### src/rtl/cvid_pkg.sv
package cvid_pkg;
  typedef enum logic [1:0] {
    AX_POS_I = 2'd0,
    AX_POS_Q = 2'd1,
    AX_NEG_I = 2'd2,
    AX_NEG_Q = 2'd3
  } axis_e;
endpackage

### src/rtl/cvid_sample_ctr.sv
module cvid_sample_ctr #(
  parameter int SPL = 910,
  localparam int SW = $clog2(SPL)
) (
  input  logic          clk_i,
  input  logic          rst_ni,
  input  logic          en_i,
  output logic [SW-1:0] sample_o,
  output logic          eol_o
);
  localparam logic [SW-1:0] LAST = SW'(SPL - 1);

  logic [SW-1:0] cnt_q;

  assign eol_o    = (cnt_q == LAST);
  assign sample_o = cnt_q;

  always_ff @(posedge clk_i or negedge rst_ni) begin
    if (!rst_ni)    cnt_q <= '0;
    else if (en_i)  cnt_q <= eol_o ? '0 : cnt_q + 1'b1;
  end
endmodule

### src/rtl/cvid_line_ctr.sv
module cvid_line_ctr #(
  parameter int LINES = 525,
  parameter int F2_LINE = 264,
  localparam int LW = $clog2(LINES + 1)
) (
  input  logic          clk_i,
  input  logic          rst_ni,
  input  logic          adv_i,
  output logic [LW-1:0] line_o,
  output logic          field_o,
  output logic          cframe_o,
  output logic          line_inv_o
);
  localparam logic [LW-1:0] LAST_LINE = LW'(LINES);
  localparam logic [LW-1:0] F2_FIRST  = LW'(F2_LINE);

  logic [LW-1:0] line_q;
  logic          cframe_q;
  logic          inv_q;

  // line 1 of frame A starts in inverted phase so line 10 lands on +I
  always_ff @(posedge clk_i or negedge rst_ni) begin
    if (!rst_ni) begin
      line_q   <= LW'(1);
      cframe_q <= 1'b0;
      inv_q    <= 1'b1;
    end else if (adv_i) begin
      inv_q <= ~inv_q;
      if (line_q == LAST_LINE) begin
        line_q   <= LW'(1);
        cframe_q <= ~cframe_q;
      end else begin
        line_q <= line_q + 1'b1;
      end
    end
  end

  assign line_o     = line_q;
  assign field_o    = (line_q >= F2_FIRST);
  assign cframe_o   = cframe_q;
  assign line_inv_o = inv_q;
endmodule

### src/rtl/cvid_blank_dec.sv
module cvid_blank_dec #(
  parameter int SPL = 910,
  parameter int ACTIVE = 768,
  parameter int LINES = 525,
  parameter int VB1_FIRST = 1,
  parameter int VB1_LAST = 9,
  parameter int VB2_FIRST = 264,
  parameter int VB2_LAST = 272,
  localparam int SW = $clog2(SPL),
  localparam int LW = $clog2(LINES + 1)
) (
  input  logic [SW-1:0] sample_i,
  input  logic [LW-1:0] line_i,
  output logic          active_o,
  output logic          hblank_o
);
  localparam logic [SW-1:0] ACT_END = SW'(ACTIVE);
  localparam logic [LW-1:0] V1F = LW'(VB1_FIRST);
  localparam logic [LW-1:0] V1L = LW'(VB1_LAST);
  localparam logic [LW-1:0] V2F = LW'(VB2_FIRST);
  localparam logic [LW-1:0] V2L = LW'(VB2_LAST);

  logic in_vb;
  logic in_act;

  always_comb begin
    in_vb  = ((line_i >= V1F) && (line_i <= V1L)) ||
             ((line_i >= V2F) && (line_i <= V2L));
    in_act = (sample_i < ACT_END);
    active_o = in_act && !in_vb;
    hblank_o = !in_act && !in_vb;
  end
endmodule

### src/rtl/cvid_axis_gen.sv
module cvid_axis_gen
  import cvid_pkg::*;
(
  input  logic [1:0] phase_i,
  input  logic       line_inv_i,
  output axis_e      axis_o
);
  // a half-cycle line offset is two sample steps on the axis wheel
  assign axis_o = axis_e'(phase_i + {line_inv_i, 1'b0});
endmodule

### src/rtl/cvid_timing_gen.sv
module cvid_timing_gen
  import cvid_pkg::*;
#(
  parameter int SAMPLES_PER_LINE = 910,
  parameter int ACTIVE_SAMPLES = 768,
  parameter int LINES_PER_FRAME = 525,
  parameter int FIELD2_LINE = 264,
  parameter int VB1_FIRST = 1,
  parameter int VB1_LAST = 9,
  parameter int VB2_FIRST = 264,
  parameter int VB2_LAST = 272,
  localparam int SW = $clog2(SAMPLES_PER_LINE),
  localparam int LW = $clog2(LINES_PER_FRAME + 1)
) (
  input  logic          clk_i,
  input  logic          rst_ni,
  input  logic          en_i,
  output logic [SW-1:0] sample_o,
  output logic [LW-1:0] line_o,
  output logic [1:0]    field_seq_o,
  output logic          active_o,
  output logic          hblank_o,
  output logic [1:0]    axis_o,
  output logic          burst_neg_o
);
  logic  eol;
  logic  field;
  logic  cframe;
  logic  line_inv;
  axis_e axis;

  cvid_sample_ctr #(.SPL(SAMPLES_PER_LINE)) u_sample (
    .clk_i    (clk_i),
    .rst_ni   (rst_ni),
    .en_i     (en_i),
    .sample_o (sample_o),
    .eol_o    (eol)
  );

  cvid_line_ctr #(.LINES(LINES_PER_FRAME), .F2_LINE(FIELD2_LINE)) u_line (
    .clk_i      (clk_i),
    .rst_ni     (rst_ni),
    .adv_i      (en_i && eol),
    .line_o     (line_o),
    .field_o    (field),
    .cframe_o   (cframe),
    .line_inv_o (line_inv)
  );

  cvid_blank_dec #(
    .SPL(SAMPLES_PER_LINE), .ACTIVE(ACTIVE_SAMPLES), .LINES(LINES_PER_FRAME),
    .VB1_FIRST(VB1_FIRST), .VB1_LAST(VB1_LAST),
    .VB2_FIRST(VB2_FIRST), .VB2_LAST(VB2_LAST)
  ) u_blank (
    .sample_i (sample_o),
    .line_i   (line_o),
    .active_o (active_o),
    .hblank_o (hblank_o)
  );

  cvid_axis_gen u_axis (
    .phase_i    (sample_o[1:0]),
    .line_inv_i (line_inv),
    .axis_o     (axis)
  );

  assign field_seq_o = {cframe, field};
  assign axis_o      = axis;
  assign burst_neg_o = line_inv;
endmodule

### config.mk
export PLATFORM = sky130hd
export DESIGN_NAME = cvid_timing_gen
export DESIGN_NICKNAME = d
export VERILOG_FILES = /design/src/rtl/cvid_pkg.sv /design/src/rtl/cvid_sample_ctr.sv /design/src/rtl/cvid_line_ctr.sv /design/src/rtl/cvid_blank_dec.sv /design/src/rtl/cvid_axis_gen.sv /design/src/rtl/cvid_timing_gen.sv
export SDC_FILE = /design/constraint.sdc
export NUM_CORES = 1
export LEC_CHECK = 0
export BUFFER_PORTS_ARGS = -buffer_cell sky130_fd_sc_hd__buf_2
export CORE_MARGIN = 1.5
export CORE_UTILIZATION = 38
export DETAILED_ROUTE_END_ITERATION = 10
export PLACE_DENSITY = 0.6
export SYNTH_ARGS = -nofsm -noshare
export SYNTH_HDL_FRONTEND = slang
export SYNTH_SLANG_ARGS = --single-unit
### constraint.sdc
create_clock -name clk_i -period 2.59 [get_ports clk_i]
set_input_delay 0.518 -clock clk_i [delete_from_list [all_inputs] [get_ports clk_i]]
set_output_delay 0.518 -clock clk_i [all_outputs]
set_load 0.02 [all_outputs]
# [Word-level counts from Yosys, hierarchy flattened]
# Index checks and enable logic that the tools add are counted.
[word_totals] output_inout_bits=27 input_bits=3 elab_cells=27 register_bits=22
[op_classes] bitwise=2 addsub=3 order_cmp=5 mux=2 n_eq_ne=2 reduce_logical=9
[op_table] cell="10-bit by 1-bit adder with 10-bit output, second input constant" n=2
[op_table] cell="10-bit equality test, second input constant" n=2
[op_table] cell="10-bit 2-to-1 mux" n=2
[op_table] cell="10-bit by 1-bit greater-or-equal comparator with 1-bit output, second input constant" n=1
[op_table] cell="10-bit by 9-bit greater-or-equal comparator with 1-bit output, second input constant" n=1
[op_table] cell="10-bit by 4-bit <= comparator with 1-bit output, second input constant" n=1
[op_table] cell="10-bit by 9-bit <= comparator with 1-bit output, second input constant" n=1
[op_table] cell="10-bit < comparator, second input constant" n=1
[op_table] cell="1-bit logical AND" n=5
[op_table] cell="2-bit adder" n=1
[op_table] cell="1-bit logical NOT" n=2
[op_table] cell="1-bit inverter" n=2
[op_table] cell="2-bit AND reduction" n=1
[op_table] cell="1-bit logical OR" n=1

# [Longest topological paths before layout]
# Gate-level depths: netlist of run 1.
[logic_depth] word_depth=5 mapped_depth=7 mapped_depth_nobuf=6

# [By module]
# From an unflattened synthesis of run 1, not the netlist that was laid out.
[hier_totals] cells_unflattened=139 hier_area_um2=1332.5
[by_module_without_submodules] mod="cvid_line_ctr" cells_per_inst=65 instances=1 area_each_um2=646.9 seq_area_each_um2=302.8
[by_module_without_submodules] mod="cvid_sample_ctr" cells_per_inst=58 instances=1 area_each_um2=568.0 seq_area_each_um2=250.2
[by_module_without_submodules] mod="cvid_blank_dec" cells_per_inst=11 instances=1 area_each_um2=80.1 seq_area_each_um2=0.0
[by_module_without_submodules] mod="cvid_timing_gen" cells_per_inst=3 instances=1 area_each_um2=21.3 seq_area_each_um2=0.0
[by_module_without_submodules] mod="cvid_axis_gen" cells_per_inst=2 instances=1 area_each_um2=16.3 seq_area_each_um2=0.0

# [Least setup slack after synthesis of run 1]
# Ideal clock, no wire load.
[synth_timing] path_kind="register -> output" startpoint="register u_line.line_q[0] (netlist: u_line.line_o[0])" endpoint="output hblank_o" path_buffers=0 path_slack_ns=0.278 path_stages_with_launch=6 required_time_ns=2.072 t_arrival_ns=1.794 cell_sequence="dfstp_2 -> inv_1 -> ha_1 -> mux2i_1 -> o2111a_1 -> nor3b_1"
[synth_via] elab_chain_cells=5 word_cells_on_any_way=9 cone_classes="4 x order compare; 5 x reduce/logical"
[synth_lines] item="start: declaration" line="cvid_line_ctr.sv:17" source="logic [LW-1:0] line_q;"
[synth_lines] item="start signal: assignment" line="cvid_line_ctr.sv:33" source="line_q <= line_q + 1'b1;"
[synth_lines] item="10-bit by 1-bit greater-or-equal comparator with 1-bit output (tied with other cells)" line="cvid_blank_dec.sv:27" source="in_vb = ((line_i >= V1F) && (line_i <= V1L)) ||"
[synth_lines] item="1-bit logical AND (on tied branches)" line="cvid_blank_dec.sv:27, cvid_blank_dec.sv:28"
[synth_lines] item="1-bit logical OR *" line="cvid_blank_dec.sv:27"
[synth_lines] item="1-bit logical NOT *" line="cvid_blank_dec.sv:31" source="hblank_o = !in_act && !in_vb;"
[synth_lines] item="1-bit logical AND *" line="cvid_blank_dec.sv:31"
[synth_lines] item="end: declaration" line="cvid_timing_gen.sv:22" source="output logic hblank_o,"
# Mark *: on every way between the ends. The rest lies on a longest branch, timed or not.

# [Final worst setup path of run 1]
# Ends and elaborated chain as after synthesis.

==> metrics.sh, run 1 <==
STATUS='finished clean'
WORST_EP_ARRIVAL_TIME_NS=1.96
CRITICAL_PATH.CELL_CHAIN='inv_1 > ha_1 > mux2i_1 > o2111a_1 > nor3b_1 > buf_2'
RSZ0062_AT_GRT='false'
GP_CONGESTION=0.7640
POST_SYNTH_INST_COUNT=136
WORST_IR_DROP_VDD_V=0.0003419
AREA_GROWTH_PCT=17.56
WORST_RELATIVE_SLEW_SLACK_PCT=54.90
FINAL.MIN_CLOCK_PERIOD_NS=2.475
POWER.TOTAL_uW=977.3
DETAILEDROUTE.FIRSTPASSITERATIONCOUNT=4
TOTAL_LEAKAGE_POWER_nW=0.6918
FINALINSTANCEAREA_UM2=1508
FINAL.SETUP_SKEW_NS=0.001598
MAXCAPVIOLCOUNT=0
ANTENNA-DIODE-COUNT=0
I_O_BUFFERS=29
DIE_AREA_UM2=3733
REGTOREGSTARTPOINT='u_sample.sample_o[1]$_DFFE_PN0P_'
VIAS=1079
SYNTH_TOP_AREA_CELL='sky130_fd_sc_hd__dfrtp_1'
FMAX_GHz=0.4041
FLOORPLAN.IO_PINS=30
START_KIND='flip-flop'
SLOWEST_STAGE='sky130_fd_sc_hd__dfstp_2'
CRITICAL-PATH-TOP-DELAY-FAMILY='flip-flops'
TIMING.SETUP.CRITICAL_PATH_CLASS='flip-flop to output port'
VIASPERCELL=5.188
CHIPWIDTH_UM=61.10
SETUP_TNS_NS=0
GRT_ANTENNA_BEFORE_REPAIR=0
NETLIST-CELL-TYPE-COUNT=45
PATH_MAX_FANOUT=6
FLOORPLAN.INITIALDENSITY_PCT=41.00
REPORT.FINAL.SLEW_VIOL_COUNT=0
SYNTH_SEQ_CELLS=22
GRT_MAX_DEGREE=23
TIMING.FINAL.CRIT_SHARE_PCT=95.54
SYNTHESIS.NETS=144
CLOCK_SINK_COUNT=22
CLOCK_PIN_SLEW_REPORTED_FOR_THE_WORST_SETUP_AND_HOLD_PATHS_AFTER_CLOCK_TREE_SYNTHESIS_NS=0.13
CTS_MAX_LEVEL=1
DESIGN.FINAL.NETS=173
DETAILEDPLACEMENTHPWL_UM=2077
YS.WARNINGS.COUNT=0
DIE_H_UM=61.10
FINAL-HOLD-VIOLATION-COUNT=0
YS_SEQ_AREA_SHARE_PCT=43.12
FP-ROW-COUNT=20
CTS.PATH.MAX_BUFFERS=2
ROUTE.FINAL.WIRE_LENGTH_UM=2783
SYNTHMOSTINSTANTIATEDCELL='sky130_fd_sc_hd__dfrtp_1'
SYNTH_TOP_AREA_SHARE_PCT=39.02
GLOBAL_ROUTING_USAGE_SUMMED_ACROSS_ALL_ROUTING_LAYERS_PCT=16.81
ROUTEDWLPERCELL_UM=13.38
WIRE_LENGTH_OF_THE_FIRST_GLOBAL_ROUTING_PASS_UM=4560
CTS_TREE='built'
POST_DP_CELL_AREA_UM2=1448
GRT_REMAINING_OVERFLOW=0
ROOT_BUFFER='sky130_fd_sc_hd__clkbuf_4'
POST-PLACE-WS_NS=0.4484
CLK_LATENCY_WORST_SKEW_PAIR_NS=0.32
SHARE_OF_FINAL_LAYOUT_STANDARD_CELLS_STRONGER_THAN_DRIVE_STRENGTH_1_PCT=26.83
DRT_DRC_VIOLATIONS_LEFT=0
WORST_HOLD_PATH_TYPE='input port to async pin'
SYNTH_AREA_PER_INST_UM2=9.430
NETLIST_TOP_CELLS_AREA='sky130_fd_sc_hd__dfrtp_1 (39%), sky130_fd_sc_hd__ha_1 (4.9%), sky130_fd_sc_hd__dfstp_2 (4.1%)'
SYNTH_EDF_COUNT=0
MOST_FREQUENT_CELLS_AFTER_SYNTHESIS='sky130_fd_sc_hd__dfrtp_1 (20), sky130_fd_sc_hd__nand2_1 (12), sky130_fd_sc_hd__nand3_1 (8), sky130_fd_sc_hd__nor2_1 (8), sky130_fd_sc_hd__a21oi_1 (7)'
FIN_WS_NS=0.1154
TIMING.CRITICAL_PATH.BUF_INV=2
WORSTSETUPSTARTPOINT='u_line.line_o[0]$_DFFE_PN1P_'
FIRST_ITER_VIOLATIONS=62
SYNTH-ASYNC-RESET-RATIO_PCT=100.0
R2R_SETUP_SLACK_NS=0.58
SYNTH_FF_TYPE='sky130_fd_sc_hd__dfrtp_1'
FP.COREAREA_UM2=3128
NUMBER_OF_GLOBAL_ROUTE_VIAS_BEFORE_REPAIR=1004
DP_CELLS=203
POWER.DENSITY_CELL_AREA_nW_PER_UM2=648.2
ANTENNA_VIOLATING_NETS_POST_ROUTE=0
REPORT.FINAL.SETUP_VIOL=0
WORSTMARGINPINSLEW_NS=0.6703
LAYOUT.CELLS.NON_FILLER=208
SYNTHESIZED_CELL_AREA_UM2=1282
WORST_EP_REQUIRED_TIME_NS=2.07
POST_CTS.RESIZED_INSTANCES=0
MAX_STAGE_DELAY_NS=0.60
CTSHOLDBUFFERS=0
NUMCTSBUFFERS=3
END_KIND='output port'
[final timing paths]
kind / endpoint / cells after the start
max: hblank_o / 6
min: u_line.line_o[2]$_DFFE_PN0P_ / 1
max reg2reg: u_line.line_o[9]$_DFFE_PN0P_ / 6
min reg2reg: u_line.cframe_o$_DFFE_PN0P_ / 1
max in group asynchronous: u_line.line_inv_o$_DFFE_PN1P_ / 1
min in group clk_i: u_line.cframe_o$_DFFE_PN0P_ / 1
[state kept, by name, summed over array words and instances (netlist names)]
register / flops
u_line.line_inv_o: 1
u_line.line_o: 10
u_line.cframe_o: 1
u_sample.sample_o: 10
[power by group]
part           internal [mW]  switching [mW]  leakage (nW)
clock network          0.157           0.113        0.0279
registers              0.392          0.0724         0.274
logic                 0.0936           0.149         0.390
total                  0.643           0.335         0.692
[final cells by class]
cell class / count / area [um2]
clock inverter: 1 / 30.03
fill: 308 / 1620
timing repair buffer: 32 / 167.7
clock buffer: 3 / 22.52
multi-input combinational: 99 / 653.1
inverter: 7 / 26.28
sequential: 22 / 553.0
tap: 44 / 55.05
[stage by stage]
stage / utilization [%] / hold slack, ns
floorplan: - / 0.2224
global route: 48.20 / 0.1447
global placement: 46.28 / 0.4534
detailed placement: 46.28 / 0.4615
finish: 48.20 / 0.1415
CTS: 47.96 / 0.1481
[layer usage]
layer / global-route usage, % / vias to the layer above / wire (um)
met5: 0 / - / 0
met4: 8.075 / 0 / 53
met3: 2.521 / 5 / 99
met2: 29.03 / 24 / 1416
met1: 20.48 / 508 / 1214
li1: - / 542 / -
[logic make-up after synthesis]
kind of cell    Yosys count  synth area share (%)
compound gates           24                 11.81
xor+xnor                 10                 6.829
fa+ha+maj                 5                 4.878
buf+inv                  15                 5.950
flops                    22                 43.12
mux                       3                 2.439
simple gates             57                 24.98
[placed cells by master (no fill, tap or decap), types with 3 or more instances in the layout]
cell,instances
sky130_fd_sc_hd__dfrtp_1,20
sky130_fd_sc_hd__nand3_1,8
sky130_fd_sc_hd__xnor2_1,4
sky130_fd_sc_hd__nand4_1,3
sky130_fd_sc_hd__nor2_1,8
sky130_fd_sc_hd__clkbuf_4,3
sky130_fd_sc_hd__nor3_1,6
sky130_fd_sc_hd__nand2_1,12
sky130_fd_sc_hd__a21oi_1,7
sky130_fd_sc_hd__buf_2,29
sky130_fd_sc_hd__xor2_1,6
sky130_fd_sc_hd__ha_1,5
sky130_fd_sc_hd__o21ai_0,6
sky130_fd_sc_hd__inv_1,6
sky130_fd_sc_hd__buf_4,3
[timing repair]
item / CTS / global route
hold endpoints to repair: 0 / 0
buffers inserted: 0 / 1
setup endpoints to repair: 0 / 1
(Power assumes the default switching activity.)
==> run 2, diff against run 1 <==
PLACE_DENSITY = 0.62   (was 0.6)
clock period = 2.2 ns   (was 2.59 ns; I/O delays follow)
==> run 2 against run 1 <==
  * Clock skew rose by 0.0042 ns
  * Via count rose by 4.4%
  * Sequential share of layout area decreased by 1.3 points
  * Sequential power is 17% higher
  * Combinational power rose by 20%
  * Global-route usage up 0.33 points
  * Total power rose by 7.8%
  * Non-clock buffer count is 6 higher
  * Critical path depth unchanged
  * Sequential cell count unchanged
  * Register-to-register slack worse by 0.40 ns
  * Clock-buffer cell count rose by 1
  * Largest power group unchanged
  * Highest routed layer unchanged
==> metrics.sh, run 2 (synthesized netlist as in run 1, its figures left out) <==
STATUS='finished clean'  # unchanged
WORST_RELATIVE_SLEW_SLACK_PCT=66.60  # was 54.90%
HIGHEST_LAYER='met4'  # unchanged
FLOORPLAN.INITIALDENSITY_PCT=41.00  # unchanged
CLOCK_PIN_SLEW_REPORTED_FOR_THE_WORST_SETUP_AND_HOLD_PATHS_AFTER_CLOCK_TREE_SYNTHESIS_NS=0.12  # was 0.13 ns
LAYOUT.CELLS.MOST_COMMON='sky130_fd_sc_hd__buf_2'  # unchanged
CTSHOLDBUFFERS=0  # unchanged
ROUTEDLENGTHMET1_UM=1271  # was 1214 um
GLOBAL_ROUTING_USAGE_SUMMED_ACROSS_ALL_ROUTING_LAYERS_PCT=17.14  # was 16.81%
FP-ROW-COUNT=20  # unchanged
TOTAL_LEAKAGE_POWER_nW=0.7215  # was 0.6918 nW
POST-PLACE-WS_NS=0.1804  # was 0.4484 ns
SHARE_OF_FINAL_LAYOUT_STANDARD_CELLS_STRONGER_THAN_DRIVE_STRENGTH_1_PCT=32.35  # was 26.83%
WORST_IR_DROP_VDD_V=0.0005144  # was 0.0003419 V
DETAILEDPLACEMENTHPWL_UM=2093  # was 2077 um
END_KIND='output port'  # unchanged
VIAS=1126  # was 1079
MET3_WIRELENGTH_UM=108  # was 99 um
GRT_MAX_DEGREE=23  # unchanged
MAXCAPVIOLCOUNT=0  # unchanged
WORST_HOLD_PATH_TYPE='input port to async pin'  # unchanged
GRT_REMAINING_OVERFLOW=0  # unchanged
REPORT.FINAL.SETUP_VIOL=0  # unchanged
FMAX_GHz=0.4572
FINAL-HOLD-VIOLATION-COUNT=0  # unchanged
DP_CELLS=206  # was 203
AREA_GROWTH_PCT=22.15  # was 17.56%
CLK_LATENCY_WORST_SKEW_PAIR_NS=0.30  # was 0.32 ns
ANTENNA-DIODE-COUNT=0  # unchanged
VIASPERCELL=5.262  # was 5.188
POWER.TOTAL_mW=1.054  # was 977.3 uW
DIE_H_UM=61.10  # unchanged
ROUTEDWLPERCELL_UM=13.36  # was 13.38 um
DRT_DRC_VIOLATIONS_LEFT=0  # unchanged
DIE_AREA_UM2=3733  # unchanged
CLOCK_SINK_COUNT=22  # unchanged
FP.COREAREA_UM2=3128  # unchanged
DETAILEDROUTE.FIRSTPASSITERATIONCOUNT=4  # unchanged
I_O_BUFFERS=29  # unchanged
LAYOUT.CELLS.NON_FILLER=214  # was 208
CHIPWIDTH_UM=61.10  # unchanged
CTS_MAX_LEVEL=1  # unchanged
CTS_TREE='built'  # unchanged
DESIGN.FINAL.NETS=179  # was 173
WORST_EP_REQUIRED_TIME_NS=1.76  # was 2.07 ns
START_KIND='flip-flop'  # unchanged
LAYOUT_COMMON_CELLS='sky130_fd_sc_hd__buf_2 (27), sky130_fd_sc_hd__dfrtp_1 (19), sky130_fd_sc_hd__nand2_1 (12)'  # was sky130_fd_sc_hd__buf_2 (29), sky130_fd_sc_hd__dfrtp_1 (20), sky130_fd_sc_hd__nand2_1 (12)
TIMING.FINAL.CRIT_SHARE_PCT=99.43
FINAL.MIN_CLOCK_PERIOD_NS=2.187
WORST_HOLD_SLACK_NS=0.08619  # was 0.1415 ns
NUMBER_OF_GLOBAL_ROUTE_VIAS_BEFORE_REPAIR=1080  # was 1004
CTS.PATH.MAX_BUFFERS=2  # unchanged
FINAL.SETUP_SKEW_NS=0.005776  # was 0.001598 ns
ROOT_BUFFER='sky130_fd_sc_hd__clkbuf_4'  # unchanged
WORST_EP_ARRIVAL_TIME_NS=1.75  # was 1.96 ns
WIRE_LENGTH_OF_THE_FIRST_GLOBAL_ROUTING_PASS_UM=4843  # was 4560 um
POWER.DENSITY_CELL_AREA_nW_PER_UM2=672.6  # was 648.2 nW/um2
NUMCTSBUFFERS=3  # unchanged
FIN_WS_NS=0.01258  # was 0.1154 ns
REPORT.FINAL.SLEW_VIOL_COUNT=0  # unchanged
PATH_MAX_FANOUT=2  # was 6
ROUTE.FINAL.WIRE_LENGTH_UM=2859  # was 2783 um
TIMING.SETUP.CRITICAL_PATH_CLASS='flip-flop to output port'  # unchanged
WORSTMARGINPINSLEW_NS=0.5009  # was 0.6703 ns
FIRST_ITER_VIOLATIONS=43  # was 62
GRT_ANTENNA_BEFORE_REPAIR=0  # unchanged
GP_CONGESTION=0.8637  # was 0.7640
DR_WL_MET2_UM=1454  # was 1416 um
ANTENNA_VIOLATING_NETS_POST_ROUTE=0  # unchanged
FLOORPLAN.IO_PINS=30  # unchanged
RSZ0062_AT_GRT='true'  # was false
FINALCOREUTILIZATION_PCT=50.08  # was 48.20%
## run 2: cell types whose count changed in the layout (fill, tap and decap cells not counted), sizes merged
cell and delta:
buf +6, clkbuf +1, bufinv -1
## run 2: worst paths after layout
path	slack (ns)	depth (start not counted)	to	start
min in group clk_i	0.44	2	u_sample.sample_o[1]$_DFFE_PN0P_	en_i
max	0.01	6	hblank_o	u_line.line_o[0]$_DFFE_PN1P_
max reg2reg	0.18	6	u_line.line_o[5]$_DFFE_PN0P_	u_sample.sample_o[1]$_DFFE_PN0P_
max in group asynchronous	1.75	1	u_line.line_inv_o$_DFFE_PN1P_	rst_ni
min reg2reg	0.47	1	u_line.cframe_o$_DFFE_PN0P_	u_line.cframe_o$_DFFE_PN0P_
min	0.09	1	u_line.line_o[9]$_DFFE_PN0P_	rst_ni
## run 2: per-stage QoR
stage	area (um2)	TNS, ns
5_1_grt	1567	-0.06037
3_3_place_gp	1475	0
2_1_floorplan	1287	0
6_report	1567	0
4_1_cts	1564	-0.01500
3_5_place_dp	1475	0
## run 2: power breakdown
group	internal, mW	switching [mW]
Combinational	0.113	0.179
Sequential	0.462	0.0837
Clock	0.101	0.116
## run 2: critical path, cell delays in order (launching register included)
cell and delay (ns):
sky130_fd_sc_hd__dfstp_2 0.57, sky130_fd_sc_hd__inv_2 0.05, sky130_fd_sc_hd__ha_4 0.15, sky130_fd_sc_hd__mux2i_1 0.11
sky130_fd_sc_hd__o2111a_1 0.27, sky130_fd_sc_hd__nor3b_2 0.16, sky130_fd_sc_hd__buf_4 0.16
## run 2: cell type report
cell class / instances / area (um2)
Clock buffer: 4 / 36.28
Fill cell: 305 / 1562
Inverter: 7 / 26.28
Multi-Input combinational cell: 99 / 676.9
Sequential cell: 22 / 554.3
Tap cell: 44 / 55.05
Timing Repair Buffer: 38 / 217.7
## run 2: what timing repair did
| action | CTS | global route |
|---|---|---|
| setup endpoints to repair | 2 | 2 |
| buffers inserted | 4 | 0 |
| gates resized for setup | 6 | 1 |
| pin swaps | 3 | 1 |
## run 2: metal layers
layer / GRT usage (%) / up-vias
li1: - / 555
met1: 21.72 / 535
met2: 29.79 / 32
met3: 2.101 / 4
met4: 6.522 / 0
met5: 0 / -
==> run 3, diff against run 2 <==
ABC_AREA = 1   (was default)
PLACE_DENSITY = 0.61   (was 0.62)
==> run 3 against run 2 <==
  * Maximum frequency increased by 4.4%
  * Register-to-register slack gained 0.44 ns
  * First-iteration DRC count grew 23%
  * Sequential power grew 5.7%
  * Sequential cell count did not move
==> metrics.sh, run 3 <==
SYNTH_AREA_IN_COMPOUND_GATES_PCT=7.452  # was 11.80%
WORSTREG2REGEND='u_line.cframe_o$_DFFE_PN0P_'  # was u_line.line_o[5]$_DFFE_PN0P_
FMAX_GHz=0.4771  # was 0.4572 GHz
WORST_HOLD_PATH_TYPE='input port to async pin'  # unchanged
ANTENNA_VIOLATING_NETS_POST_ROUTE=0  # unchanged
MAX_STAGE_DELAY_NS=0.62  # was 0.57 ns
SYNTH_TOP_AREA_SHARE_PCT=34.66  # was 39.02%
DETAILEDPLACEMENTHPWL_UM=2268  # was 2093 um
VIAS=1287  # was 1126
DETAILEDROUTE.FIRSTPASSITERATIONCOUNT=4  # unchanged
DRT_DRC_VIOLATIONS_LEFT=0  # unchanged
CRIT_PATH_END='active_o'  # was hblank_o
ROOT_BUFFER='sky130_fd_sc_hd__clkbuf_8'  # was sky130_fd_sc_hd__clkbuf_4
GP_CONGESTION=0.7630  # was 0.8637
MAXCAPVIOLCOUNT=0  # unchanged
CLOCK_SINK_COUNT=22  # unchanged
TOTAL_LEAKAGE_POWER_nW=0.8960  # was 0.7215 nW
YS_SEQ_AREA_SHARE_PCT=38.30  # was 43.12%
NETLIST-CELL-TYPE-COUNT=32  # was 45
SYNTH_EDF_COUNT=0  # unchanged
FINAL.MIN_CLOCK_PERIOD_NS=2.096  # was 2.187 ns
FLOORPLAN.INITIALDENSITY_PCT=39.44  # was 41.00%
REPORT.FINAL.SLEW_VIOL_COUNT=0  # unchanged
REGTOREGSTARTPOINT='u_sample.sample_o[1]$_DFFE_PN0P_'  # unchanged
SYNTH_AREA_PER_INST_UM2=7.640  # was 9.430 um2
ROUTEDWLPERCELL_UM=11.64  # was 13.36 um
LAYOUT.FILLER_CELLS=368  # was 305
PATH_MAX_FANOUT=5  # was 2
CLOCK_PIN_SLEW_REPORTED_FOR_THE_WORST_SETUP_AND_HOLD_PATHS_AFTER_CLOCK_TREE_SYNTHESIS_NS=0.08  # was 0.12 ns
MULTIINPUTGATEAREA_UM2=788.3  # was 676.9 um2
ANTENNA-DIODE-COUNT=0  # unchanged
SYNTHXORXNORAREAFRAC_PCT=6.066  # was 6.829%
START_KIND='flip-flop'  # unchanged
SYNTH_SEQ_CELLS=22  # unchanged
YS.WARNINGS.COUNT=0  # unchanged
POST_SYNTH_AND_OR_NAND_NOR_AREA_FRACTION_PCT=32.67  # was 24.98%
CLK_LATENCY_WORST_SKEW_PAIR_NS=0.26  # was 0.30 ns
CTS_TREE='built'  # unchanged
STATUS='finished clean'  # unchanged
CTS_MAX_LEVEL=1  # unchanged
FP.COREAREA_UM2=3661  # was 3128 um2
SYNTHMOSTINSTANTIATEDCELL='sky130_fd_sc_hd__nand2_1'  # was sky130_fd_sc_hd__dfrtp_1
AREA_GROWTH_PCT=20.19  # was 22.15%
POST_SYNTH_INST_COUNT=189  # was 136
WORST_EP_ARRIVAL_TIME_NS=1.66  # was 1.75 ns
LAYOUT.CELLS.MOST_COMMON='sky130_fd_sc_hd__nand2_1'  # was sky130_fd_sc_hd__buf_2
GRT_MAX_DEGREE=23  # unchanged
FINAL.SETUP_SKEW_NS=0.0009480  # was 0.005776 ns
REPORT.FINAL.SETUP_VIOL=0  # unchanged
SYNTH-ASYNC-RESET-RATIO_PCT=100.0  # unchanged
LAYOUT_COMMON_CELLS='sky130_fd_sc_hd__nand2_1 (41), sky130_fd_sc_hd__buf_2 (28), sky130_fd_sc_hd__inv_1 (20)'  # was sky130_fd_sc_hd__buf_2 (27), sky130_fd_sc_hd__dfrtp_1 (19), sky130_fd_sc_hd__nand2_1 (12)
FINAL-HOLD-VIOLATION-COUNT=0  # unchanged
DESIGN.FINAL.NETS=228  # was 179
SYNTHESIZED_CELL_AREA_UM2=1444  # was 1282 um2
WORST_IR_DROP_VDD_V=0.0003081  # was 0.0005144 V
WORST_R2R_PATH_DEPTH=7  # was 6
SYNTHESIS.NETS=197  # was 144
FP-ROW-COUNT=22  # was 20
CTSHOLDBUFFERS=0  # unchanged
CRITICAL_PATH.CELL_CHAIN='ha_4 > nand3_2 > nand3_2 > nand3_2 > o21ai_2 > nor2_1 > buf_4'  # was inv_2 > ha_4 > mux2i_1 > o2111a_1 > nor3b_2 > buf_4
SHARE_OF_FINAL_LAYOUT_STANDARD_CELLS_STRONGER_THAN_DRIVE_STRENGTH_1_PCT=28.77  # was 32.35%
SYNTH_MUX_AREA_SHARE_PCT=0.6932  # was 2.439%
VIASPERCELL=4.820  # was 5.262
GRT_REMAINING_OVERFLOW=0  # unchanged
WORST_RELATIVE_SLEW_SLACK_PCT=66.60  # about the same
SYNTH_TOP_FAMILY_BY_AREA='simple AND/OR/NAND/NOR gates'  # unchanged
CHIPWIDTH_UM=64.64  # was 61.10 um
I_O_BUFFERS=29  # unchanged
CP_COMMON_CELL='sky130_fd_sc_hd__nand3_2'
POWER.TOTAL_mW=1.342  # was 1.054 mW
SYNTH_FF_TYPE='sky130_fd_sc_hd__dfrtp_1'  # unchanged
DIE_AREA_UM2=4178  # was 3733 um2
R2R_SETUP_SLACK_NS=0.62  # was 0.18 ns
SEQ_AREA_UM2=554.3  # unchanged
SETUP_TNS_NS=0  # unchanged
FIRST_ITER_VIOLATIONS=53  # was 43
WORSTMARGINPINSLEW_NS=0.5010  # was 0.5009 ns
TIMING.FINAL.CRIT_SHARE_PCT=95.27  # was 99.43%
TIMING.SETUP.CRITICAL_PATH_CLASS='flip-flop to output port'  # unchanged
GLOBAL_ROUTING_USAGE_SUMMED_ACROSS_ALL_ROUTING_LAYERS_PCT=16.27  # was 17.14%
FLOORPLAN.IO_PINS=30  # unchanged
ROUTE.FINAL.WIRE_LENGTH_UM=3107  # was 2859 um
NETLIST_TOP_CELLS_AREA='sky130_fd_sc_hd__dfrtp_1 (35%), sky130_fd_sc_hd__nand2_1 (11%), sky130_fd_sc_hd__nand3_1 (6.2%)'  # was sky130_fd_sc_hd__dfrtp_1 (39%), sky130_fd_sc_hd__ha_1 (4.9%), sky130_fd_sc_hd__dfstp_2 (4.1%)
WORSTSETUPSTARTPOINT='u_line.line_o[0]$_DFFE_PN1P_'  # unchanged
GRT_ANTENNA_BEFORE_REPAIR=0  # unchanged
POWER.DENSITY_CELL_AREA_nW_PER_UM2=773.0  # was 672.6 nW/um2
SLOWEST_STAGE='sky130_fd_sc_hd__dfstp_2'  # unchanged
SYNTHADDERAREAFRAC_PCT=4.333  # was 4.878%
END_KIND='output port'  # unchanged
WIRE_LENGTH_OF_THE_FIRST_GLOBAL_ROUTING_PASS_UM=5257  # was 4843 um
WORST_EP_REQUIRED_TIME_NS=1.76  # about the same
SYNTH_TOP_AREA_CELL='sky130_fd_sc_hd__dfrtp_1'  # unchanged
NUMBER_OF_GLOBAL_ROUTE_VIAS_BEFORE_REPAIR=1151  # was 1080
MOST_FREQUENT_CELLS_AFTER_SYNTHESIS='sky130_fd_sc_hd__nand2_1 (42), sky130_fd_sc_hd__inv_1 (22), sky130_fd_sc_hd__dfrtp_1 (20), sky130_fd_sc_hd__nor2_1 (19), sky130_fd_sc_hd__nand3_1 (18)'  # was sky130_fd_sc_hd__dfrtp_1 (20), sky130_fd_sc_hd__nand2_1 (12), sky130_fd_sc_hd__nand3_1 (8), sky130_fd_sc_hd__nor2_1 (8), sky130_fd_sc_hd__a21oi_1 (7)
DIE_H_UM=64.64  # was 61.10 um
NUMCTSBUFFERS=3  # unchanged
CTS.PATH.MAX_BUFFERS=2  # unchanged
==> run 3: layout make-up <==
class                      instances  share of cell area [%]
timing repair buffer              31                   9.373
sequential                        22                   31.94
tap                               48                   3.461
clock buffer                       4                   3.172
inverter                          30                   6.633
multi-input combinational        132                   45.42
==> run 3: routing by layer <==
layer / global-route usage, % / part of all wire (%) / vias up
met3: 4.340 / 4.9 / 5
li1: - / - / 661
met1: 19.83 / 45 / 590
met4: 4.787 / 1.1 / 0
met2: 28.13 / 49 / 31
met5: 0 / 0 / -
==> run 3: cell families (layout without fill, tap and decap cells) <==
| kind of cell | after synthesis | after routing |
|---|---|---|
| XOR/XNOR | 10 | 10 |
| flip-flops | 22 | 22 |
| AND/OR/NAND/NOR | 96 | 96 |
| AO/OA/AOI/OAI | 20 | 20 |
| adder cells (fa/ha/maj) | 5 | 5 |
| multiplexers | 1 | 1 |
| buffers and inverters | 35 | 65 |
==> run 3: through the flow <==
stage | instances | hold WS (ns) | util [%] | area (um2) | setup WS (ns)
after floorplan | 189 | 0.1444 | - | 1444 | 0.2849
after global routing | 267 | 0.1729 | 47.40 | 1735 | -0.02094
after detailed placement | 261 | 0.4359 | 43.99 | 1610 | 0.3706
final | 267 | 0.1308 | 47.40 | 1735 | 0.1040
after global placement | 261 | 0.4401 | 43.99 | 1610 | 0.3930
after CTS | 265 | 0.1379 | 45.49 | 1665 | 0.06244
==> run 3: how the worst min path moves through the flow <==
stage / to / slack (ns) / depth (start not counted)
after floorplan: u_line.cframe_o$_DFFE_PN0P_ / 0.14 / 0
after global placement: u_sample.sample_o[2]$_DFFE_PN0P_ / 0.44 / 1
final: u_sample.sample_o[3]$_DFFE_PN0P_ / 0.13 / 1
after CTS: u_sample.sample_o[2]$_DFFE_PN0P_ / 0.14 / 1
after detailed placement: u_sample.sample_o[2]$_DFFE_PN0P_ / 0.44 / 1
after global routing: u_sample.sample_o[1]$_DFFE_PN0P_ / 0.17 / 1
==> run 3: critical path: cells and delay by family, from the launching register on <==
kind	cells	cell delay [ns]
flops	1	0.62
simple gates	4	0.32
fa+ha+maj	1	0.16
compound gates	1	0.15
buf+inv	1	0.15
==> run 3: report_power, final <==
group	leakage (nW)	internal [mW]	switching (mW)
Clock	0.0288	0.160	0.134
Combinational	0.605	0.162	0.310
Sequential	0.262	0.477	0.0999
==> run 3: timing repair <==
action	CTS	global route
setup buffers	0	2
endpoints found under the setup margin	0	2
endpoints found under the hold margin	0	0
resized for setup	0	15
